[src/rtl/fpc_pkg.sv]
package fpc_pkg;
  localparam int BUS_W = 32;

  typedef enum logic [1:0] {
    RG_FRONT = 2'd0,
    RG_BACK  = 2'd1,
    RG_RES   = 2'd2,
    RG_STAT  = 2'd3
  } reg_sel_e;

  localparam int STAT_PEND = 0;
  localparam int STAT_LIN  = 1;
  localparam int STAT_EN   = 2;
  localparam int STAT_XW_LO = 16;
  localparam int STAT_YW_LO = 24;
endpackage

[src/rtl/fpc_regfile.sv]
module fpc_regfile
  import fpc_pkg::*;
#(
  parameter int          AW       = 32,
  parameter logic [31:0] DEF_BASE = 32'h0800_0000
) (
  input  logic              clk,
  input  logic              rst,
  input  logic              wen,
  input  reg_sel_e          sel,
  input  logic [BUS_W-1:0]  wdata,
  input  logic              vsync,
  output logic [AW-1:0]     front_base,
  output logic [AW-1:0]     back_base,
  output logic              swap_pend,
  output logic              mode_lin,
  output logic              fetch_en,
  output logic              swap_req,
  output logic              back_wr
);
  logic do_swap;

  assign swap_req = wen && (sel == RG_FRONT) && (wdata == BUS_W'(1));
  assign back_wr  = wen && (sel == RG_BACK);
  assign do_swap  = vsync && swap_pend;

  always_ff @(posedge clk) begin
    if (rst) begin
      front_base <= AW'(DEF_BASE);
      back_base  <= AW'(DEF_BASE);
      swap_pend  <= 1'b0;
      mode_lin   <= 1'b0;
      fetch_en   <= 1'b1;
    end else begin
      if (do_swap) front_base <= back_base;
      if (back_wr)      back_base <= wdata[AW-1:0];
      else if (do_swap) back_base <= front_base;
      swap_pend <= (swap_pend && !vsync) || swap_req;
      if (wen && (sel == RG_STAT)) begin
        mode_lin <= wdata[STAT_LIN];
        fetch_en <= wdata[STAT_EN];
      end
    end
  end
endmodule

[src/rtl/fpc_scan.sv]
module fpc_scan #(
  parameter int IMG_W  = 320,
  parameter int IMG_H  = 240,
  parameter int X_BITS = 9,
  parameter int Y_BITS = 8,
  parameter int REP    = 2
) (
  input  logic              clk,
  input  logic              rst,
  input  logic              vsync,
  input  logic              pix_adv,
  input  logic              line_adv,
  output logic [X_BITS-1:0] scan_x,
  output logic [Y_BITS-1:0] scan_y
);
  localparam int PH_W = (REP > 1) ? $clog2(REP) : 1;
  localparam logic [X_BITS-1:0] X_LAST = X_BITS'(IMG_W - 1);
  localparam logic [Y_BITS-1:0] Y_LAST = Y_BITS'(IMG_H - 1);

  logic x_step;
  logic y_step;

  generate
    if (REP > 1) begin : g_rep
      localparam logic [PH_W-1:0] PH_LAST = PH_W'(REP - 1);
      logic [PH_W-1:0] xph;
      logic [PH_W-1:0] yph;
      always_ff @(posedge clk) begin
        if (rst || vsync) begin
          xph <= '0;
          yph <= '0;
        end else if (line_adv) begin
          xph <= '0;
          yph <= (yph == PH_LAST) ? '0 : yph + 1'b1;
        end else if (pix_adv) begin
          xph <= (xph == PH_LAST) ? '0 : xph + 1'b1;
        end
      end
      assign x_step = pix_adv && (xph == PH_LAST);
      assign y_step = (yph == PH_LAST);
    end else begin : g_norep
      assign x_step = pix_adv;
      assign y_step = 1'b1;
    end
  endgenerate

  always_ff @(posedge clk) begin
    if (rst || vsync) begin
      scan_x <= '0;
      scan_y <= '0;
    end else if (line_adv) begin
      scan_x <= '0;
      if (y_step) scan_y <= (scan_y == Y_LAST) ? '0 : scan_y + 1'b1;
    end else if (x_step) begin
      scan_x <= (scan_x == X_LAST) ? '0 : scan_x + 1'b1;
    end
  end
endmodule

[src/rtl/fpc_addr.sv]
module fpc_addr #(
  parameter int          AW       = 32,
  parameter int          IMG_W    = 320,
  parameter int          X_BITS   = 9,
  parameter int          Y_BITS   = 8,
  parameter int          BYTE_SH  = 1,
  parameter logic [31:0] DEF_BASE = 32'h0800_0000
) (
  input  logic              clk,
  input  logic              rst,
  input  logic [AW-1:0]     base,
  input  logic              mode_lin,
  input  logic [X_BITS-1:0] x,
  input  logic [Y_BITS-1:0] y,
  output logic [AW-1:0]     pix_addr
);
  localparam int ROW_SH = X_BITS + BYTE_SH;

  logic [AW-1:0] xy_off;
  logic [AW-1:0] lin_idx;
  logic [AW-1:0] lin_off;

  always_comb begin
    xy_off  = (AW'(y) << ROW_SH) | (AW'(x) << BYTE_SH);
    lin_idx = AW'(y) * AW'(IMG_W) + AW'(x);
    lin_off = lin_idx << BYTE_SH;
  end

  always_ff @(posedge clk) begin
    if (rst) pix_addr <= AW'(DEF_BASE);
    else     pix_addr <= base + (mode_lin ? lin_off : xy_off);
  end
endmodule

[src/rtl/frame_ptr_ctrl.sv]
module frame_ptr_ctrl
  import fpc_pkg::*;
#(
  parameter int          IMG_W    = 320,
  parameter int          IMG_H    = 240,
  parameter int          X_BITS   = 9,
  parameter int          Y_BITS   = 8,
  parameter int          REP      = 2,
  parameter int          BYTE_SH  = 1,
  parameter logic [31:0] DEF_BASE = 32'h0800_0000
) (
  input  logic        clk,
  input  logic        rst,
  input  logic        bus_wen,
  input  logic [3:0]  bus_addr,
  input  logic [31:0] bus_wdata,
  output logic [31:0] bus_rdata,
  input  logic        vsync,
  input  logic        pix_adv,
  input  logic        line_adv,
  output logic [31:0] pix_addr,
  output logic        fetch_en
);
  localparam int AW = BUS_W;

  reg_sel_e          sel;
  logic [AW-1:0]     front_base;
  logic [AW-1:0]     back_base;
  logic              swap_pend;
  logic              mode_lin;
  logic              swap_req;
  logic              back_wr;
  logic [X_BITS-1:0] scan_x;
  logic [Y_BITS-1:0] scan_y;
  logic [BUS_W-1:0]  stat_word;
  logic [BUS_W-1:0]  res_word;
  logic [BUS_W-1:0]  rd_mux;

  assign sel = reg_sel_e'(bus_addr[3:2]);

  fpc_regfile #(.AW(AW), .DEF_BASE(DEF_BASE)) u_regs (
    .clk(clk), .rst(rst), .wen(bus_wen), .sel(sel), .wdata(bus_wdata),
    .vsync(vsync), .front_base(front_base), .back_base(back_base),
    .swap_pend(swap_pend), .mode_lin(mode_lin), .fetch_en(fetch_en),
    .swap_req(swap_req), .back_wr(back_wr)
  );

  fpc_scan #(.IMG_W(IMG_W), .IMG_H(IMG_H), .X_BITS(X_BITS), .Y_BITS(Y_BITS),
             .REP(REP)) u_scan (
    .clk(clk), .rst(rst), .vsync(vsync), .pix_adv(pix_adv),
    .line_adv(line_adv), .scan_x(scan_x), .scan_y(scan_y)
  );

  fpc_addr #(.AW(AW), .IMG_W(IMG_W), .X_BITS(X_BITS), .Y_BITS(Y_BITS),
             .BYTE_SH(BYTE_SH), .DEF_BASE(DEF_BASE)) u_addr (
    .clk(clk), .rst(rst), .base(front_base), .mode_lin(mode_lin),
    .x(scan_x), .y(scan_y), .pix_addr(pix_addr)
  );

  always_comb begin
    stat_word = '0;
    stat_word[STAT_YW_LO +: 8] = 8'(Y_BITS);
    stat_word[STAT_XW_LO +: 8] = 8'(X_BITS);
    stat_word[STAT_EN]         = fetch_en;
    stat_word[STAT_LIN]        = mode_lin;
    stat_word[STAT_PEND]       = swap_pend;
    res_word = {16'(IMG_H), 16'(IMG_W)};
    case (sel)
      RG_FRONT: rd_mux = front_base;
      RG_BACK:  rd_mux = back_base;
      RG_RES:   rd_mux = res_word;
      default:  rd_mux = stat_word;
    endcase
  end

  always_ff @(posedge clk) begin
    if (rst) bus_rdata <= '0;
    else     bus_rdata <= rd_mux;
  end
endmodule

[config.mk]
export PLATFORM = sky130hd
export DESIGN_NAME = frame_ptr_ctrl
export DESIGN_NICKNAME = d
export VERILOG_FILES = /design/src/rtl/fpc_pkg.sv /design/src/rtl/fpc_regfile.sv /design/src/rtl/fpc_scan.sv /design/src/rtl/fpc_addr.sv /design/src/rtl/frame_ptr_ctrl.sv
export SDC_FILE = /design/constraint.sdc
export NUM_CORES = 1
export LEC_CHECK = 0
export ABC_AREA = 1
export BUFFER_PORTS_ARGS = -buffer_cell sky130_fd_sc_hd__buf_2
export CELL_PAD_IN_SITES_DETAIL_PLACEMENT = 0
export CELL_PAD_IN_SITES_GLOBAL_PLACEMENT = 1
export CORE_MARGIN = 2
export CORE_UTILIZATION = 44
export CTS_CLUSTER_DIAMETER = 80
export DETAILED_ROUTE_END_ITERATION = 7
export PLACE_DENSITY = 0.93
export RECOVER_POWER = 25
export SYNTH_ARGS = -nofsm -noshare
export SYNTH_HDL_FRONTEND = slang
export SYNTH_SLANG_ARGS = --single-unit
[constraint.sdc]
create_clock -name clk -period 8.2 [get_ports clk]
set_clock_uncertainty 0.15 [all_clocks]
set_input_delay 0.41 -clock clk [delete_from_list [all_inputs] [get_ports clk]]
set_output_delay 0.41 -clock clk [all_outputs]
set_load 0.01 [all_outputs]
==> flow_metrics.env, run 1 <==
export IMPL_status="finished, violations left"
export IMPL_violations="DRC, capacitance limit, slew limit"
export IMPL_drtPass1Iterations=8
export IMPL_yosysUniqueCellTypes=44
export IMPL_worstSetupStartpointType="register"
export IMPL_yosys_area_top_type="dfxtp_1"
export IMPL_cts_sinks=150
export IMPL_routedWlPerCell_um=15.3
export IMPL_utilization_pct=52.7
export IMPL_clk_pin_slew_ps=60
export IMPL_layout_drive_gt1_share_pct=8.68
export IMPL_hp_class="in -> reg"
export IMPL_postRouteAntennaNets=0
export IMPL_cts_max_level=4
export IMPL_grt_use_total_pct=24.4
export IMPL_maxSlewViolCount=40
export IMPL_cts_repair_resized=0
export IMPL_grt_pass1_wl_mm=35.0
export IMPL_post_drt_via_cell_ratio=5.33
export IMPL_required_ps=8310
export IMPL_die_height_um=135
export IMPL_cts_tree="built"
export IMPL_hold_violations=0
export IMPL_grt_overflow_total=0
export IMPL_place_area_um2=8230
export IMPL_synth_flop_cell="dfxtp_1"
export IMPL_synth_top_area_share_pct=39.7
export IMPL_critPathMaxStageDelay_ps=540
export IMPL_rsz0062_at_grt="false"
export IMPL_end_kind="register"
export IMPL_initial_core_util_pct=45.3
export IMPL_fill_cells=1675
export IMPL_die_x_um=135
export IMPL_syn_num_nets=1167
export IMPL_netlist_instances=1086
export IMPL_setup_tns_ps=0
export IMPL_switching_share_pct=24.2
export IMPL_power_share_combinational_pct=4.8
export IMPL_place_congestion=0.864
export IMPL_final_cell_mix="252 x nand2_1, 150 x dfxtp_1, 124 x nor2_1, 115 x o21ai_0, 109 x inv_1"
export IMPL_synth_seq_area_share_pct=39.7
export IMPL_cts_max_path_buffers=2
export IMPL_route_vias_total=7506
export IMPL_nets=1255
export IMPL_fp_row_count=47
export IMPL_seq_power_share_pct=44.9
export IMPL_core_um2=16700
export IMPL_finalPower_w=0.00167
export IMPL_final_area_um2=8790
export IMPL_synth_area_leaders="dfxtp_1 40%, nand2_1 13%, o21ai_0 7.6%, a21oi_1 6.9%, nor2_1 6.2%"
export IMPL_power_density_nw_per_um2=190
export IMPL_cp_max_fo=7
export IMPL_grt_max_degree=71
export IMPL_antenna_cells=0
export IMPL_cts_root_buf="clkbuf_16"
export IMPL_die_area_um2=18300
export IMPL_crit_chain="ha_1, ha_1, fa_1, nand2_1, nor2_1, nand2_1, a21oi_1, nand3_1, o21bai_1, nand2_1, a21oi_1, ha_1, a21oi_1, o21ai_0, a21oi_1, inv_1, nand2_1, nand2_1, nand2_1, nand3_1"
export IMPL_synth_seq_cells=150
export IMPL_regArea_um2=3000
export IMPL_finalCritPeriodShare_pct=51.6
export IMPL_criticalPathCategory="reg -> reg"
export IMPL_io_pins=107
export IMPL_cts_setup_buffers=0
export IMPL_synth_area_per_cell_um2=6.97
export IMPL_synth_edf_count=0
export IMPL_yosysWarnings=0
export IMPL_dp_slack_ps=4040
export IMPL_cp_top_family="adder cells"
export IMPL_synthArstFlopShare_pct=0
export IMPL_dp_hpwl_mm=15.5
export IMPL_grt_pass1_vias=6936
export IMPL_cap_violations=1
export IMPL_antenna_found_initial=1
export IMPL_final_common_cell="nand2_1"
export IMPL_cp_slowest_cell="fa_1"
export IMPL_synth_area_um2=7560
export IMPL_multi_input_area_um2=3980
export IMPL_p_int_w=0.00127
export IMPL_clkPwrFrac_pct=50.3
export IMPL_cts_buffers=17
export IMPL_p_leak_nw=3.67
export IMPL_fmax_ghz=0.237
export IMPL_path_buf_inv=1
export IMPL_hold_buffers=0
export IMPL_p_sw_w=0.000405
export IMPL_arrival_ps=4340
export IMPL_min_period_ps=4230
export IMPL_io_buffers=104
export IMPL_setup_slack_ps=3970
export IMPL_slew_headroom_pct=-44.8
export IMPL_setup_viol=0
export IMPL_ir_worst_vdd_mv=0.144
export IMPL_syn_to_final_growth_pct=16.3
export IMPL_crit_top_cell="nand2_1"
export IMPL_tightestPinTransition_ps=2170
export IMPL_clkLatencyLatePin_ps=430
export IMPL_drt_iter0_drc=653
export IMPL_routed_wl_mm=21.6
export IMPL_route_detailed_drc=2
[Yosys cell counts (all sizes together), types with 4 or more instances]
master and n:
inv 111, a31oi 24, nor2 124, ha 36
dfxtp 150, a221oi 6, a21oi 106, nand2 254
nor3b 4, xor2 6, buf 9, o21ai 118
nand3 47, nor4 13, clkbuf 31, nand4 7
nor3 14
[layout make-up]
class | count | area share (%)
Sequential cell | 150 | 34.1
Timing Repair Buffer | 109 | 5.61
Clock buffer | 18 | 4.99
Inverter | 111 | 4.74
Clock inverter | 14 | 2.15
Multi-Input combinational cell | 785 | 45.2
Tap cell | 220 | 3.13
[flip-flops by register name, summed over array words and instances, names as in the netlist]
| name | cells |
|---|---|
| u_scan.g_rep.yph | 1 |
| u_regs.fetch_en | 1 |
| u_scan.scan_y | 8 |
| u_scan.scan_x | 9 |
| u_addr.pix_addr | 32 |
| u_regs.front_base | 32 |
| u_regs.swap_pend | 1 |
| bus_rdata | 32 |
| u_regs.mode_lin | 1 |
| u_regs.back_base | 32 |
| u_scan.g_rep.xph | 1 |
[per-stage QoR]
step                      std cells  hold WS, ps
after floorplan                1086          294
after global placement         1375          309
after detailed placement       1375          320
after CTS                      1407         56.1
after global routing           1407         84.4
final                          1407         65.6
[kinds of logic (layout without fill, tap and decap cells)]
family | after synthesis | in the layout | share of synthesized area, %
adders and majority gates | 39 | 39 | 6.75
other | 1 | 1 | 0.0496
DFF | 150 | 150 | 39.7
and+or+nand+nor | 469 | 469 | 25.8
buffers and inverters | 151 | 252 | 7.74
AOI/OAI and AO/OA | 267 | 267 | 18.9
xor gates and xnor gates | 9 | 9 | 1.04
[power groups by stage]
stage / Combinational, W / Sequential [W] / Clock [W]
2_1_floorplan: 0.0000469 / 0.000767 / 0
3_3_place_gp: 0.0000796 / 0.000766 / 0
3_5_place_dp: 0.0000802 / 0.000766 / 0
4_1_cts: 0.0000806 / 0.000750 / 0.000852
5_1_grt: 0.0000907 / 0.000752 / 0.000886
6_report: 0.0000802 / 0.000750 / 0.000842
[worst min-delay path, delay by kind of cell]
kind                   cells  cell delay [ps]
AND/OR/NAND/NOR            2              110
buffers and inverters      1               90
[path summary, 6_finish.rpt]
| check | cells after the start | end | startpoint | slack, ps |
|---|---|---|---|---|
| max | 20 | u_addr.pix_addr[27]$_SDFF_PP1_ | u_scan.scan_y[1]$_SDFFE_PP0P_ | 3970 |
| max reg2reg | 20 | u_addr.pix_addr[27]$_SDFF_PP1_ | u_scan.scan_y[1]$_SDFFE_PP0P_ | 3970 |
| min reg2reg | 2 | bus_rdata[18]$_SDFF_PP0_ | u_regs.back_base[18]$_SDFFE_PP0P_ | 330 |
| min | 3 | u_scan.g_rep.xph$_SDFFE_PP0P_ | pix_adv | 70 |
[metal layers]
metal	vias to the layer above	share of wire [%]	track usage, %
met5	-	0.051	0
met4	2	1.4	6.94
met3	27	7.0	5.11
met2	229	45	38.8
met1	3455	46	33.6
li1	3793	-	-
(Power assumes the default switching activity.)
==> inputs of run 2 (changes only) <==
- CORE_UTILIZATION: 44 -> 37
- PLACE_DENSITY: 0.93 -> 0.84
- clock period: 8.2 -> 3.75 ns (I/O delays scaled with it)
==> run 2 against run 1 <==
Compared with the run above: the flow now finishes without violations; routed wire length rose by 7.4%; final cell count increased by 8.0%; total power increased by 120%; sequential share of layout area decreased by 3.1 points; setup slack got worse by 3800 ps; largest cell class unchanged; combinational power grew to 2.7 times the previous value; global-route usage is 3.0 points lower; sequential cell count is the same.
==> flow_metrics.env, run 2 (synthesis gave the netlist of run 1 again) <==
export IMPL_initial_core_util_pct=37.5
export IMPL_routedWlPerCell_um=15.3
export IMPL_slew_headroom_pct=21.9
export IMPL_fmax_ghz=0.276
export IMPL_cp_max_fo=3
export IMPL_cts_root_buf="clkbuf_16"
export IMPL_drtPass1Iterations=5
export IMPL_postRouteAntennaNets=0
export IMPL_io_pins=107
export IMPL_rsz0062_at_grt="true"
export IMPL_hold_violations=0
export IMPL_cts_max_path_buffers=2
export IMPL_route_vias_total=7739
export IMPL_nets=1317
export IMPL_cap_violations=0
export IMPL_dp_hpwl_mm=16.4
export IMPL_cts_max_level=4
export IMPL_hp_class="in -> reg"
export IMPL_arrival_ps=3740
export IMPL_syn_to_final_growth_pct=28.2
export IMPL_ir_worst_vdd_mv=0.236
export IMPL_grt_use_total_pct=21.4
export IMPL_antenna_found_initial=0
export IMPL_route_detailed_drc=0
export IMPL_clk_pin_slew_ps=70
export IMPL_worstSetupStartpointType="register"
export IMPL_place_congestion=0.891
export IMPL_io_buffers=104
export IMPL_routed_wl_mm=23.2
export IMPL_critPathMaxStageDelay_ps=540
export IMPL_clkLatencyLatePin_ps=430
export IMPL_layout_drive_gt1_share_pct=15.5
export IMPL_required_ps=3870
export IMPL_crit_top_cell="nand2_1"
export IMPL_drt_iter0_drc=522
export IMPL_cts_sinks=150
export IMPL_cp_slowest_cell="fa_1"
export IMPL_core_um2=20200
export IMPL_end_kind="register"
export IMPL_crit_chain="ha_4, ha_4, fa_1, nand2_2, nor2_1, nand2_1, a21oi_2, nand3_2, o21bai_1, nand2_1, a21oi_2, ha_1, a21oi_2, inv_1, nor2_2, nand2_1, nand2_1, nand3_1, nand2_1, a21oi_1"
export IMPL_min_period_ps=3620
export IMPL_maxSlewViolCount=0
export IMPL_cts_tree="built"
export IMPL_tightestPinTransition_ps=1170
export IMPL_fp_row_count=52
export IMPL_die_area_um2=21600
export IMPL_grt_max_degree=89
export IMPL_grt_pass1_wl_mm=36.5
export IMPL_antenna_cells=0
export IMPL_grt_pass1_vias=7094
export IMPL_power_density_nw_per_um2=375
export IMPL_setup_viol=0
export IMPL_die_height_um=147
export IMPL_final_cell_mix="245 x nand2_1, 148 x dfxtp_1, 112 x nor2_1, 109 x o21ai_0, 107 x inv_1"
export IMPL_grt_overflow_total=0
export IMPL_finalCritPeriodShare_pct=96.5
export IMPL_place_area_um2=8450
export IMPL_post_drt_via_cell_ratio=5.09
export IMPL_final_area_um2=9700
export IMPL_final_common_cell="nand2_1"
export IMPL_cts_buffers=17
export IMPL_p_leak_nw=3.98
export IMPL_die_x_um=147
export IMPL_holdWs_ps=63.5
export IMPL_criticalPathCategory="reg -> reg"
export IMPL_status="finished clean"
## run 2: metrics by stage
stage | util, % | setup slack [ps] | setup TNS [ps] | std cells | power, W
after floorplan | - | 192 | 0 | 1086 | 0.00178
after global placement | 41.9 | -31.6 | -47.7 | 1444 | 0.00186
after detailed placement | 41.9 | -59.9 | -208 | 1444 | 0.00186
after CTS | 46.9 | 10.4 | 0 | 1516 | 0.00366
after global routing | 48.1 | -171 | -1720 | 1519 | 0.00377
final | 48.1 | 130 | 0 | 1519 | 0.00364
## run 2: layout make-up
| class | count | area, µm² |
|---|---|---|
| clock buffer | 18 | 439 |
| clock inverter | 14 | 165 |
| fill | 2074 | 10500 |
| inverter | 111 | 417 |
| multi-input combinational | 785 | 4250 |
| sequential | 150 | 3010 |
| tap | 270 | 338 |
| timing repair buffer | 171 | 1080 |
## run 2: repair_timing
action	4_1_cts	5_1_grt
pin swaps	1	30
gates cloned	0	0
hold buffers	40	0
hold endpoints to repair	38	0
setup endpoints to repair	9	19
setup buffers	0	3
resized for setup	3	68
## run 2: worst max-delay path: cells and delay by family (launching register included)
family                   cells  cell delay [ps]
AND/OR/NAND/NOR             10              880
adder cells (fa/ha/maj)      4             1220
AO/OA/AOI/OAI                5              810
flip-flops                   1              340
buffers and inverters        1               70
## run 2: report_power, final
group / switching (W) / internal, W / total, W
Combinational: 0.000129 / 0.0000912 / 0.000220
Clock: 0.000759 / 0.00102 / 0.00178
Sequential: 0.0000166 / 0.00162 / 0.00164
Total: 0.000904 / 0.00274 / 0.00364
## run 2: path summary, 6_finish.rpt
path | start | endpoint | slack, ps | cells after the start
max | u_scan.scan_y[3]$_SDFFE_PP0P_ | u_addr.pix_addr[25]$_SDFF_PP0_ | 130 | 20
max reg2reg | u_scan.scan_y[3]$_SDFFE_PP0P_ | u_addr.pix_addr[25]$_SDFF_PP0_ | 130 | 20
min reg2reg | u_scan.g_rep.xph$_SDFFE_PP0P_ | u_scan.g_rep.xph$_SDFFE_PP0P_ | 330 | 2
min | bus_addr[3] | bus_rdata[16]$_SDFF_PP0_ | 60 | 3
## run 2: per-layer routing
metal | part of all wire (%) | global-route usage [%] | wire (µm)
met1 | 48 | 30.0 | 11200
met2 | 44 | 33.1 | 10100
met3 | 5.4 | 3.73 | 1250
met4 | 2.7 | 7.88 | 626
met5 | 0 | 0 | 0
==> inputs of run 3 (changes only) <==
- ABC_AREA: 1 -> default
- CORE_UTILIZATION: 37 -> 39
- PLACE_DENSITY: 0.84 -> 0.85
==> run 3 against run 2 <==
Compared with the run above: the flow now finishes with violations (capacitance limit, slew limit, setup timing); register-to-register slack got worse by 320 ps; first-iteration DRC count grew 38%; critical path depth down 3; synthesized cell count is 14% lower; die area fell by 4.9%; via count decreased by 4.9%; total power up 1.3%; maximum frequency shrank 8.2%; synthesized area hardly changed; worst hold slack lost 30 ps; non-clock buffer count rose by 36; combinational power rose by 4%; critical path type unchanged; largest cell class unchanged; largest power group unchanged.
==> flow_metrics.env, run 3 <==
export IMPL_synth_area_leaders="dfxtp_1 40%, nand2_1 8.7%, nor2_1 6.5%, ha_1 5.9%, a21oi_1 4.8%"
export IMPL_p_sw_w=0.000933
export IMPL_cts_max_level=4
export IMPL_finalCritPeriodShare_pct=105
export IMPL_die_area_um2=20500
export IMPL_cts_max_path_buffers=2
export IMPL_criticalPathCategory="reg -> reg"
export IMPL_rsz0062_at_grt="true"
export IMPL_instances_no_fill=1381
export IMPL_cts_root_buf="clkbuf_16"
export IMPL_clkLatencyLatePin_ps=440
export IMPL_syn_to_final_growth_pct=31.8
export IMPL_grt_pass1_vias=6940
export IMPL_synth_seq_cells=150
export IMPL_switching_share_pct=25.3
export IMPL_synth_seq_area_share_pct=39.7
export IMPL_clkPwrFrac_pct=49.4
export IMPL_io_pins=107
export IMPL_power_density_nw_per_um2=369
export IMPL_end_kind="register"
export IMPL_drt_iter0_drc=720
export IMPL_arrival_ps=4110
export IMPL_yosys_top_cells_count="175 x nand2_1, 150 x dfxtp_1, 131 x nor2_1"
export IMPL_routedWlPerCell_um=16.0
export IMPL_cts_buffers=17
export IMPL_grt_pass1_wl_mm=35.5
export IMPL_utilization_pct=52.8
export IMPL_yosysWarnings=0
export IMPL_cts_tree="built"
export IMPL_route_vias_total=7357
export IMPL_place_area_um2=8690
export IMPL_setup_viol=16
export IMPL_ir_worst_vdd_mv=0.324
export IMPL_syn_num_nets=1017
export IMPL_maxSlewViolCount=127
export IMPL_postRouteAntennaNets=0
export IMPL_final_common_cell="nand2_1"
export IMPL_r2r_cells=17
export IMPL_dp_hpwl_mm=14.9
export IMPL_synth_top_area_share_pct=39.7
export IMPL_core_um2=18900
export IMPL_rr_startpoint="u_scan.scan_y[1]$_SDFFE_PP0P_"
export IMPL_grt_max_degree=53
export IMPL_synth_area_um2=7570
export IMPL_netlist_instances=936
export IMPL_yosys_area_top_type="dfxtp_1"
export IMPL_setup_slack_ps=-192
export IMPL_yosysUniqueCellTypes=60
export IMPL_hold_start="rst"
export IMPL_dp_cells=1301
export IMPL_required_ps=3920
export IMPL_die_height_um=143
export IMPL_nets=1189
export IMPL_ff2ff_setup_slack_ps=-190
export IMPL_cts_sinks=150
export IMPL_worstSetupStartpointType="register"
export IMPL_synth_area_per_cell_um2=8.09
export IMPL_cp_max_fo=3
export IMPL_io_buffers=104
export IMPL_route_detailed_drc=0
export IMPL_drtPass1Iterations=5
export IMPL_whs_path_depth=2
export IMPL_layout_drive_gt1_share_pct=21.6
export IMPL_die_x_um=143
export IMPL_status="finished, violations left"
export IMPL_fmax_ghz=0.254
export IMPL_antenna_found_initial=0
export IMPL_hp_class="in -> reg"
export IMPL_synth_flop_cell="dfxtp_1"
export IMPL_place_congestion=0.927
export IMPL_synthArstFlopShare_pct=0
export IMPL_tightestPinTransition_ps=2310
export IMPL_antenna_cells=0
export IMPL_min_to="u_addr.pix_addr[12]$_SDFF_PP0_"
export IMPL_final_area_um2=9980
export IMPL_hold_violations=0
export IMPL_power_share_combinational_pct=6.2
export IMPL_post_drt_via_cell_ratio=5.33
export IMPL_routed_wl_mm=22.1
export IMPL_grt_overflow_total=0
export IMPL_synth_edf_count=0
export IMPL_min_period_ps=3940
export IMPL_final_cell_mix="171 x nand2_1, 147 x dfxtp_1, 129 x nor2_1, 75 x buf_2, 67 x a21oi_1"
export IMPL_p_int_w=0.00275
export IMPL_clk_pin_slew_ps=70
export IMPL_grt_use_total_pct=21.6
export IMPL_initial_core_util_pct=40.1
export IMPL_r2r_end="u_addr.pix_addr[29]$_SDFF_PP0_"
export IMPL_violations="capacitance limit, slew limit, setup timing"
export IMPL_fp_row_count=50
export IMPL_p_leak_nw=4.06
export IMPL_cap_violations=3
export IMPL_yosysMostFrequentCell="nand2_1"
export IMPL_seq_power_share_pct=44.4
export IMPL_holdWs_ps=33.7
export IMPL_slew_headroom_pct=-54.1
export IMPL_finalPower_w=0.00369
run 3: critical path, cell delays in order (launching register included):
cell and delay [ps]:
dfxtp_4 350, ha_4 240, ha_4 150, fa_2 360, a211oi_2 220, buf_4 140, o21bai_1 50, a21oi_1 170
xnor2_1 120, or3_4 390, a31oi_4 190, buf_6 130, ha_4 190, a21o_1 170, a31oi_1 170, o21a_1 190
o22ai_1 100, mux2_1 340
run 3: worst max path at each step:
stage | start | to | slack, ps
floorplan | u_scan.scan_y[1]$_SDFFE_PP0P_ | u_addr.pix_addr[23]$_SDFF_PP0_ | -190
global placement | u_scan.scan_y[1]$_SDFFE_PP0P_ | u_addr.pix_addr[29]$_SDFF_PP0_ | -180
detailed placement | u_scan.scan_y[2]$_SDFFE_PP0P_ | u_addr.pix_addr[28]$_SDFF_PP0_ | -270
CTS | u_scan.scan_y[1]$_SDFFE_PP0P_ | u_addr.pix_addr[23]$_SDFF_PP0_ | -130
global route | u_scan.scan_y[2]$_SDFFE_PP0P_ | u_addr.pix_addr[18]$_SDFF_PP0_ | -390
finish | u_scan.scan_y[1]$_SDFFE_PP0P_ | u_addr.pix_addr[29]$_SDFF_PP0_ | -190
run 3: what timing repair did:
| action | 4_1_cts | 5_1_grt |
|---|---|---|
| hold buffers | 39 | 0 |
| gates resized for setup | 18 | 39 |
| endpoints found under the hold margin | 39 | 0 |
| endpoints found under the setup margin | 18 | 18 |
| setup buffers | 2 | 8 |
| pin swaps | 20 | 31 |
run 3: power by group through the flow:
stage	combinational, W	sequential, W	clock [W]
5_1_grt	0.000249	0.00164	0.00191
6_report	0.000228	0.00164	0.00182
3_3_place_gp	0.000189	0.00167	0
2_1_floorplan	0.000107	0.00168	0
3_5_place_dp	0.000188	0.00167	0
4_1_cts	0.000220	0.00164	0.00185
run 3: cell families after synthesis:
| logic type | share of synthesized area [%] |
|---|---|
| buf+inv | 3.16 |
| other cells | 0.0495 |
| simple gates | 24.7 |
| xor+xnor | 3.70 |
| flops | 39.7 |
| mux | 5.54 |
| fa+ha+maj | 6.74 |
| compound gates | 16.5 |
run 3: area by class of cell:
type | count | area, µm²
Clock buffer | 18 | 439
Clock inverter | 14 | 179
Fill cell | 1790 | 8910
Inverter | 9 | 33.8
Multi-Input combinational cell | 723 | 4630
Sequential cell | 150 | 3010
Tap cell | 260 | 325
Timing Repair Buffer | 207 | 1360
run 3: layer usage:
| layer | vias to the layer above | track usage [%] | share of wire [%] |
|---|---|---|---|
| met5 | - | 0 | 0 |
| met4 | 0 | 5.06 | 1.7 |
| met3 | 32 | 3.53 | 5.4 |
| met2 | 229 | 34.1 | 45 |
| met1 | 3471 | 31.1 | 48 |
| li1 | 3625 | - | - |
run 3: metrics by stage:
stage                     worst slack (ps)  setup TNS [ps]
after floorplan                       -185            -308
after global placement                -180           -1650
after detailed placement              -274           -2840
after CTS                             -131            -637
after global routing                  -389           -5240
final                                 -192           -1780
